**src/rtl/ir_rl_tx_pkg.sv**
```systemverilog
package ir_rl_tx_pkg;

    typedef enum logic [1:0] {
        ST_IDLE  = 2'd0,
        ST_SEND  = 2'd1,
        ST_STALL = 2'd2
    } tx_state_e;

    typedef struct packed {
        logic       is_space;
        logic [6:0] units;
    } rl_sym_t;

    localparam int STAT_LOW   = 1;
    localparam int STAT_ERR   = 2;
    localparam int STAT_EMPTY = 5;

endpackage

```
**src/rtl/ir_rl_fifo.sv**
```systemverilog
module ir_rl_fifo #(
    parameter int DEPTH = 16,
    parameter int W     = 8,
    localparam int AW   = (DEPTH > 1) ? $clog2(DEPTH) : 1,
    localparam int CW   = $clog2(DEPTH + 1)
) (
    input  logic          clk,
    input  logic          rst_n,
    input  logic          push,
    input  logic [W-1:0]  din,
    input  logic          pop,
    output logic [W-1:0]  dout,
    output logic [CW-1:0] count,
    output logic          empty,
    output logic          full
);

    logic [W-1:0]  mem [DEPTH];
    logic [AW-1:0] wptr;
    logic [AW-1:0] rptr;
    logic          push_ok;

    assign empty   = (count == '0);
    assign full    = (count == CW'(DEPTH));
    assign push_ok = push && !full;
    assign dout    = mem[rptr];

    always_ff @(posedge clk) begin
        if (push_ok) begin
            mem[wptr] <= din;
        end
    end

    always_ff @(posedge clk or negedge rst_n) begin
        if (!rst_n) begin
            wptr  <= '0;
            rptr  <= '0;
            count <= '0;
        end else begin
            if (push_ok) begin
                wptr <= (wptr == AW'(DEPTH - 1)) ? '0 : wptr + 1'b1;
            end
            if (pop) begin
                rptr <= (rptr == AW'(DEPTH - 1)) ? '0 : rptr + 1'b1;
            end
            unique case ({push_ok, pop})
                2'b10:   count <= count + 1'b1;
                2'b01:   count <= count - 1'b1;
                default: count <= count;
            endcase
        end
    end

    // occupancy bounded by the depth
    a_r5_level_bound: assert property (@(posedge clk) disable iff (!rst_n)
        count <= CW'(DEPTH));

    // the sequencer never takes a byte from an empty queue
    a_r5_no_pop_empty: assert property (@(posedge clk) disable iff (!rst_n)
        pop |-> !empty);

endmodule

```
**src/rtl/ir_rl_carrier.sv**
```systemverilog
module ir_rl_carrier #(
    parameter int CW = 16
) (
    input  logic          clk,
    input  logic          rst_n,
    input  logic          active,
    input  logic          restart,
    input  logic [CW-1:0] period,
    input  logic [CW-1:0] high,
    output logic          mod
);

    logic [CW-1:0] phase;
    logic [CW:0]   phase_inc;

    assign phase_inc = {1'b0, phase} + 1'b1;
    assign mod       = active && (phase < high);

    always_ff @(posedge clk or negedge rst_n) begin
        if (!rst_n) begin
            phase <= '0;
        end else if (restart || !active) begin
            phase <= '0;
        end else if (phase_inc >= {1'b0, period}) begin
            phase <= '0;
        end else begin
            phase <= phase_inc[CW-1:0];
        end
    end

    // every burst opens with the high part of a carrier period
    a_r3_burst_opens_high: assert property (@(posedge clk) disable iff (!rst_n)
        restart |=> (!active || high == '0 || mod));

endmodule

```
**src/rtl/ir_rl_seq.sv**
```systemverilog
module ir_rl_seq
    import ir_rl_tx_pkg::*;
#(
    parameter int UNIT_CYCLES = 1000,
    localparam int TICK_W     = (UNIT_CYCLES > 1) ? $clog2(UNIT_CYCLES) : 1
) (
    input  logic      clk,
    input  logic      rst_n,
    input  logic      empty,
    input  rl_sym_t   head,
    input  logic      eot_set,
    input  logic      under_clr,
    output logic      pop,
    output tx_state_e state,
    output logic      sym_space
);

    tx_state_e         nxt;
    logic [6:0]        units_q;
    logic [TICK_W-1:0] tick_q;
    logic              eot_q;
    logic              at_end;
    logic              clean_end;

    assign at_end    = (tick_q == TICK_W'(UNIT_CYCLES - 1)) && (units_q == '0);
    assign clean_end = (state == ST_SEND) && at_end && empty && eot_q;

    // state register
    always_ff @(posedge clk or negedge rst_n) begin
        if (!rst_n) begin
            state <= ST_IDLE;
        end else begin
            state <= nxt;
        end
    end

    // next-state logic
    always_comb begin
        nxt = state;
        unique case (state)
            ST_IDLE: begin
                if (!empty) nxt = ST_SEND;
            end
            ST_SEND: begin
                if (at_end && empty) nxt = eot_q ? ST_IDLE : ST_STALL;
            end
            ST_STALL: begin
                if (under_clr) nxt = ST_IDLE;
            end
            default: nxt = ST_IDLE;
        endcase
    end

    // outputs of the state machine
    always_comb begin
        pop = 1'b0;
        unique case (state)
            ST_IDLE:  pop = !empty;
            ST_SEND:  pop = at_end && !empty;
            ST_STALL: pop = 1'b0;
            default:  pop = 1'b0;
        endcase
    end

    // symbol timers and end marker
    always_ff @(posedge clk or negedge rst_n) begin
        if (!rst_n) begin
            sym_space <= 1'b0;
            units_q   <= '0;
            tick_q    <= '0;
            eot_q     <= 1'b0;
        end else begin
            if (pop) begin
                sym_space <= head.is_space;
                units_q   <= head.units;
                tick_q    <= '0;
            end else if (state == ST_SEND) begin
                if (tick_q == TICK_W'(UNIT_CYCLES - 1)) begin
                    tick_q <= '0;
                    if (units_q != '0) units_q <= units_q - 1'b1;
                end else begin
                    tick_q <= tick_q + 1'b1;
                end
            end
            if (eot_set) begin
                eot_q <= 1'b1;
            end else if (clean_end) begin
                eot_q <= 1'b0;
            end
        end
    end

    // a stall is entered only when the marker was not armed
    a_r7_stall_needs_disarmed: assert property (@(posedge clk) disable iff (!rst_n)
        $rose(state == ST_STALL) |-> !$past(eot_q));

    // a clean end returns to idle with the marker disarmed
    a_r6_clean_end_idle: assert property (@(posedge clk) disable iff (!rst_n)
        (clean_end && !eot_set) |=> (state == ST_IDLE && !eot_q));

    // a queued byte reloads the timers with no gap
    a_r2_no_gap: assert property (@(posedge clk) disable iff (!rst_n)
        (state == ST_SEND && at_end && !empty) |=> (state == ST_SEND && tick_q == '0));

endmodule

```
**src/rtl/ir_rl_tx.sv**
```systemverilog
module ir_rl_tx
    import ir_rl_tx_pkg::*;
#(
    parameter int UNIT_CYCLES = 1000,
    parameter int DEPTH       = 16,
    parameter int LOW_MARK    = 3,
    parameter int NUM_LED     = 4,
    parameter int CAR_W       = 16,
    localparam int SEL_W      = (NUM_LED > 1) ? $clog2(NUM_LED) : 1,
    localparam int LVL_W      = $clog2(DEPTH + 1)
) (
    input  logic               clk,
    input  logic               rst_n,
    input  logic               wr_en,
    input  logic [7:0]         wr_data,
    input  logic               eot_set,
    input  logic               under_clr,
    input  logic [CAR_W-1:0]   car_period,
    input  logic [CAR_W-1:0]   car_high,
    input  logic [SEL_W-1:0]   led_sel,
    input  logic               led_inv,
    input  logic [7:0]         irq_en,
    input  logic               rx_mask_en,
    output logic [NUM_LED-1:0] led,
    output logic               irq,
    output logic [7:0]         irq_id,
    output logic               rx_block
);

    logic             pop;
    logic [7:0]       head;
    logic [LVL_W-1:0] level;
    logic             q_empty;
    logic             q_full;
    tx_state_e        state;
    logic             sym_space;
    logic             car_active;
    logic             mod;
    logic             mod_q;
    logic [7:0]       status;

    ir_rl_fifo #(.DEPTH(DEPTH), .W(8)) u_fifo (
        .clk   (clk),
        .rst_n (rst_n),
        .push  (wr_en),
        .din   (wr_data),
        .pop   (pop),
        .dout  (head),
        .count (level),
        .empty (q_empty),
        .full  (q_full)
    );

    ir_rl_seq #(.UNIT_CYCLES(UNIT_CYCLES)) u_seq (
        .clk       (clk),
        .rst_n     (rst_n),
        .empty     (q_empty),
        .head      (rl_sym_t'(head)),
        .eot_set   (eot_set),
        .under_clr (under_clr),
        .pop       (pop),
        .state     (state),
        .sym_space (sym_space)
    );

    assign car_active = (state == ST_SEND) && !sym_space;

    ir_rl_carrier #(.CW(CAR_W)) u_car (
        .clk     (clk),
        .rst_n   (rst_n),
        .active  (car_active),
        .restart (pop),
        .period  (car_period),
        .high    (car_high),
        .mod     (mod)
    );

    always_ff @(posedge clk or negedge rst_n) begin
        if (!rst_n) begin
            mod_q <= 1'b0;
        end else begin
            mod_q <= mod;
        end
    end

    for (genvar g = 0; g < NUM_LED; g++) begin : g_led
        assign led[g] = ((int'(led_sel) == g) ? mod_q : 1'b0) ^ led_inv;
    end

    always_comb begin
        status             = '0;
        status[STAT_LOW]   = (state == ST_SEND) && (int'(level) <= LOW_MARK);
        status[STAT_ERR]   = (state == ST_STALL);
        status[STAT_EMPTY] = (state == ST_IDLE) && q_empty;
    end

    assign irq_id   = status & irq_en;
    assign irq      = |irq_id;
    assign rx_block = rx_mask_en && (state == ST_SEND);

    // at most one output ever differs from the idle level
    a_r9_single_led: assert property (@(posedge clk) disable iff (!rst_n)
        $countones(led ^ {NUM_LED{led_inv}}) <= 1);

    // no carrier is registered after a space, idle or stall cycle
    a_r4_quiet_outside_pulse: assert property (@(posedge clk) disable iff (!rst_n)
        (state != ST_SEND || sym_space) |=> !mod_q);

endmodule

```
**config.mk**
```make
export PLATFORM = sky130hd
export DESIGN_NAME = ir_rl_tx
export DESIGN_NICKNAME = d
export VERILOG_FILES = /design/src/rtl/ir_rl_tx_pkg.sv /design/src/rtl/ir_rl_fifo.sv /design/src/rtl/ir_rl_carrier.sv /design/src/rtl/ir_rl_seq.sv /design/src/rtl/ir_rl_tx.sv
export SDC_FILE = /design/constraint.sdc
export NUM_CORES = 1
export LEC_CHECK = 0
export BUFFER_PORTS_ARGS = -buffer_cell sky130_fd_sc_hd__clkbuf_2
export CAP_MARGIN = 20
export CORE_MARGIN = 2
export CORE_UTILIZATION = 40
export CTS_CLUSTER_SIZE = 20
export DETAILED_ROUTE_END_ITERATION = 7
export SLEW_MARGIN = 25
export SYNTH_ARGS = -nofsm -noshare
export SYNTH_HDL_FRONTEND = slang
export SYNTH_SLANG_ARGS = --single-unit
```
**constraint.sdc**
```tcl
create_clock -name clk -period 4 [get_ports clk]
set_clock_uncertainty 0.05 [all_clocks]
set_input_delay 0.4 -clock clk [delete_from_list [all_inputs] [get_ports clk]]
set_output_delay 0.4 -clock clk [all_outputs]
set_load 0.005 [all_outputs]
```
==> flow_summary.yaml <==
route:
  met3_length_microns: 745
  avgRoutedWirePerCell_microns: 17.2
  highest_layer: "met4"
  detail-route-antenna-nets: 0
  routed_wl_mm: 16.8
  routedLengthMet1_mm: 7.68
  num_vias: 5128
  met2_length_mm: 8.27
  route.detailed.drc: 0
  via_per_inst: 5.24
  drtPass1Iterations: 5
  drt_iter0_drc: 346
die:
  die_w_microns: 150
  dieArea_sq_um: 22600
  initial_utilization_pct: 40.8
  core_area_sq_um: 21000
  rows: 53
  die_y_microns: 150
  io_pins: 71
setup_path:
  cp_max_fo: 5
  critPathLaunch: "u_seq.units_q[0]$_DFFE_PN0P_"
  cp-end-kind: "flip-flop"
  worstSetupPathType: "reg2reg"
  critPathArrivalTime_ns: 3.89
  crit_path_start_kind: "flip-flop"
  r2r_start: "u_seq.units_q[0]$_DFFE_PN0P_"
  crit_required_ns: 4.30
clock_network:
  path_clk_slew_ns: 0.07
  htreeDepth: 4
  cts_buffers: 17
  cts_tree: "done"
  clock_sinks: 179
  cts-resized-gates: 0
  cts_buffer_depth: 2
  root_buffer: "clkbuf_16"
  clk_latency_ns: 0.43
timing:
  fin_crit_ns: 3.60
  slew_headroom_pct: 37.8
  rsz0062_at_grt: "false"
  fmax_mhz: 278
  max_slew.worst_pin.slew_ns: 0.933
  hold_viol_final: 0
  fin_setup_tns_ns: 0
  setup_viol: 0
  whs_ns: 0.115
  slew_violations: 0
  period_share_pct: 89.9
global_routing:
  gr-total-overflow: 0
  grt_pass1_vias: 5150
  antenna_found_initial: 0
  track_usage_pct: 15.8
  grt_pass1_wl_mm: 27.4
  grt_max_degree: 33
synth:
  synth-seq-area-share_pct: 59.7
  avgSynthCellArea_sq_um: 13.8
  synth-main-ff-cell: "edfxtp_1"
  yosys_warnings: 0
  ys_ff_latch: 179
  syn_area_sq_um: 8570
  synth_cell_type_count: 59
  synth_edf_count: 128
  netlist_instances: 622
  async_flop_share_pct: 28.5
power_and_ir_drop:
  p_sw_share_pct: 29.8
  combPwrFrac_pct: 18.5
  intPower_uw: 3500
  p_switching_uw: 1490
  finalPower_uw: 5000
  p_per_area_nw_per_um2: 511
  p_seq_share_pct: 49.0
  p_leak_uw: 0.00389
  pwr-share-clk_pct: 32.5
  ir_worst_vdd_v: 0.000275
placement:
  place.gp.congestion: 0.812
  dp_hpwl_mm: 12.0
  dpl_cell_area_sq_um: 9180
  io_buffers: 60
finish:
  drive_above_1_share_pct: 22.0
  final_common_cell: "edfxtp_1"
  layout-area-overhead-vs-synth_pct: 14.1
  fill_cells: 1845
  stdcell_area_sq_um: 9780
  antennaDiodeCount: 0
  final_util_pct: 46.5
  layout_common_cells: "128 x edfxtp_1, 60 x clkbuf_2, 50 x dfrtp_1"
  final_nets: 793
worst_hold_path:
  min_from: "eot_set"
  hold_class: "in2reg"
status:
  outcome: "completed"
flow_run:
  max-cap-violations: 0
-- flip-flops by register name, summed over array words and instances (netlist names) --
signal	cells
u_car.phase	16
u_fifo.wptr	4
u_seq.eot_q	1
u_fifo.rptr	4
mod_q	1
u_seq.state	2
u_seq.units_q	7
u_fifo.count	5
u_seq.sym_space	1
u_fifo.mem	128
u_seq.tick_q	10
-- final cells by class --
| cell class | count | area [sq um] | area share (%) |
|---|---|---|---|
| clock inverters | 15 | 161 | 1.65 |
| well taps | 275 | 344 | 3.52 |
| multi-input cells | 372 | 3150 | 32.2 |
| inverters | 48 | 180 | 1.84 |
| clock buffers | 17 | 425 | 4.35 |
| repair buffers | 73 | 400 | 4.09 |
| flip-flops and latches | 179 | 5120 | 52.4 |
-- cells in the mapped netlist (6+ instances only) --
master / number / area share, %
a21o_1: 12 / 1.1
a21oi_1: 18 / 1.1
and3_1: 8 / 0.58
clkbuf_1: 14 / 0.61
dfrtp_1: 51 / 15
edfxtp_1: 128 / 45
ha_1: 44 / 6.4
inv_1: 47 / 2.1
mux4_2: 34 / 8.9
nand2_1: 44 / 1.9
nand3_1: 16 / 0.93
nand4_1: 11 / 0.80
nor2_1: 29 / 1.3
nor3_1: 14 / 0.82
nor3b_1: 17 / 1.5
o21ai_0: 16 / 0.93
o221a_2: 6 / 0.79
o22ai_1: 8 / 0.58
xnor2_1: 20 / 2.0
xor2_1: 9 / 0.92
-- path summary, 6_finish.rpt --
check                      depth (start not counted)  slack, ns                          end
min in group asynchronous                          2       0.43     u_car.phase[8]$_DFF_PN0_
max in group asynchronous                          3       2.60   u_fifo.rptr[0]$_DFFE_PN0P_
setup / recovery                                  14       0.40  u_fifo.count[4]$_DFFE_PN0P_
setup reg to reg                                  14       0.40  u_fifo.count[4]$_DFFE_PN0P_
hold / removal                                     2       0.11      u_seq.eot_q$_DFFE_PN0P_
hold reg to reg                                    1       0.44  u_fifo.count[4]$_DFFE_PN0P_
-- kinds of logic (layout without fill, tap and decap cells) --
logic type / Yosys count / count (layout) / share of synthesized area [%]
mux: 40 / 40 / 9.66
fa+ha+maj: 45 / 45 / 6.66
buf+inv: 75 / 153 / 3.74
compound gates: 85 / 85 / 6.89
simple gates: 168 / 168 / 10.3
flops: 179 / 179 / 59.7
other cells: 1 / 5 / 0.0437
xor+xnor: 29 / 29 / 2.96
-- power by group through the flow --
stage	sequential [uW]	combinational (uW)	clock, uW
3_3_place_gp	2470	900	0
6_report	2450	925	1620
4_1_cts	2450	945	1660
3_5_place_dp	2490	940	0
5_1_grt	2480	1050	1730
2_1_floorplan	2370	736	0
-- per-stage QoR --
step           instances  worst slack, ns
2_1_floorplan        626            0.422
3_3_place_gp         946            0.465
4_1_cts              979            0.405
5_1_grt              979            0.156
3_5_place_dp         946            0.423
6_report             979            0.403
-- routing by layer --
layer / vias up / global-route usage (%)
li1: 2478 / -
met1: 2529 / 21.2
met2: 109 / 26.5
met3: 12 / 3.48
met4: 0 / 3.40
met5: - / 0
-- repair_timing --
action,CTS,global route
hold endpoints to repair,19,0
hold buffers,1,0
setup buffers,0,0
endpoints found under the setup margin,0,0
-- critical path, stage by stage, from the launching register on --
cell	delay (ns)
dfrtp_1	0.42
inv_1	0.10
ha_1	0.14
or4b_4	0.47
or4_4	0.50
a211o_1	0.33
inv_2	0.06
ha_1	0.22
inv_1	0.10
fa_1	0.40
nor2b_1	0.12
o21ai_0	0.09
and3_1	0.19
nor3_1	0.17
xor2_1	0.16
No activity file was read; power rests on OpenSTA's default activity.
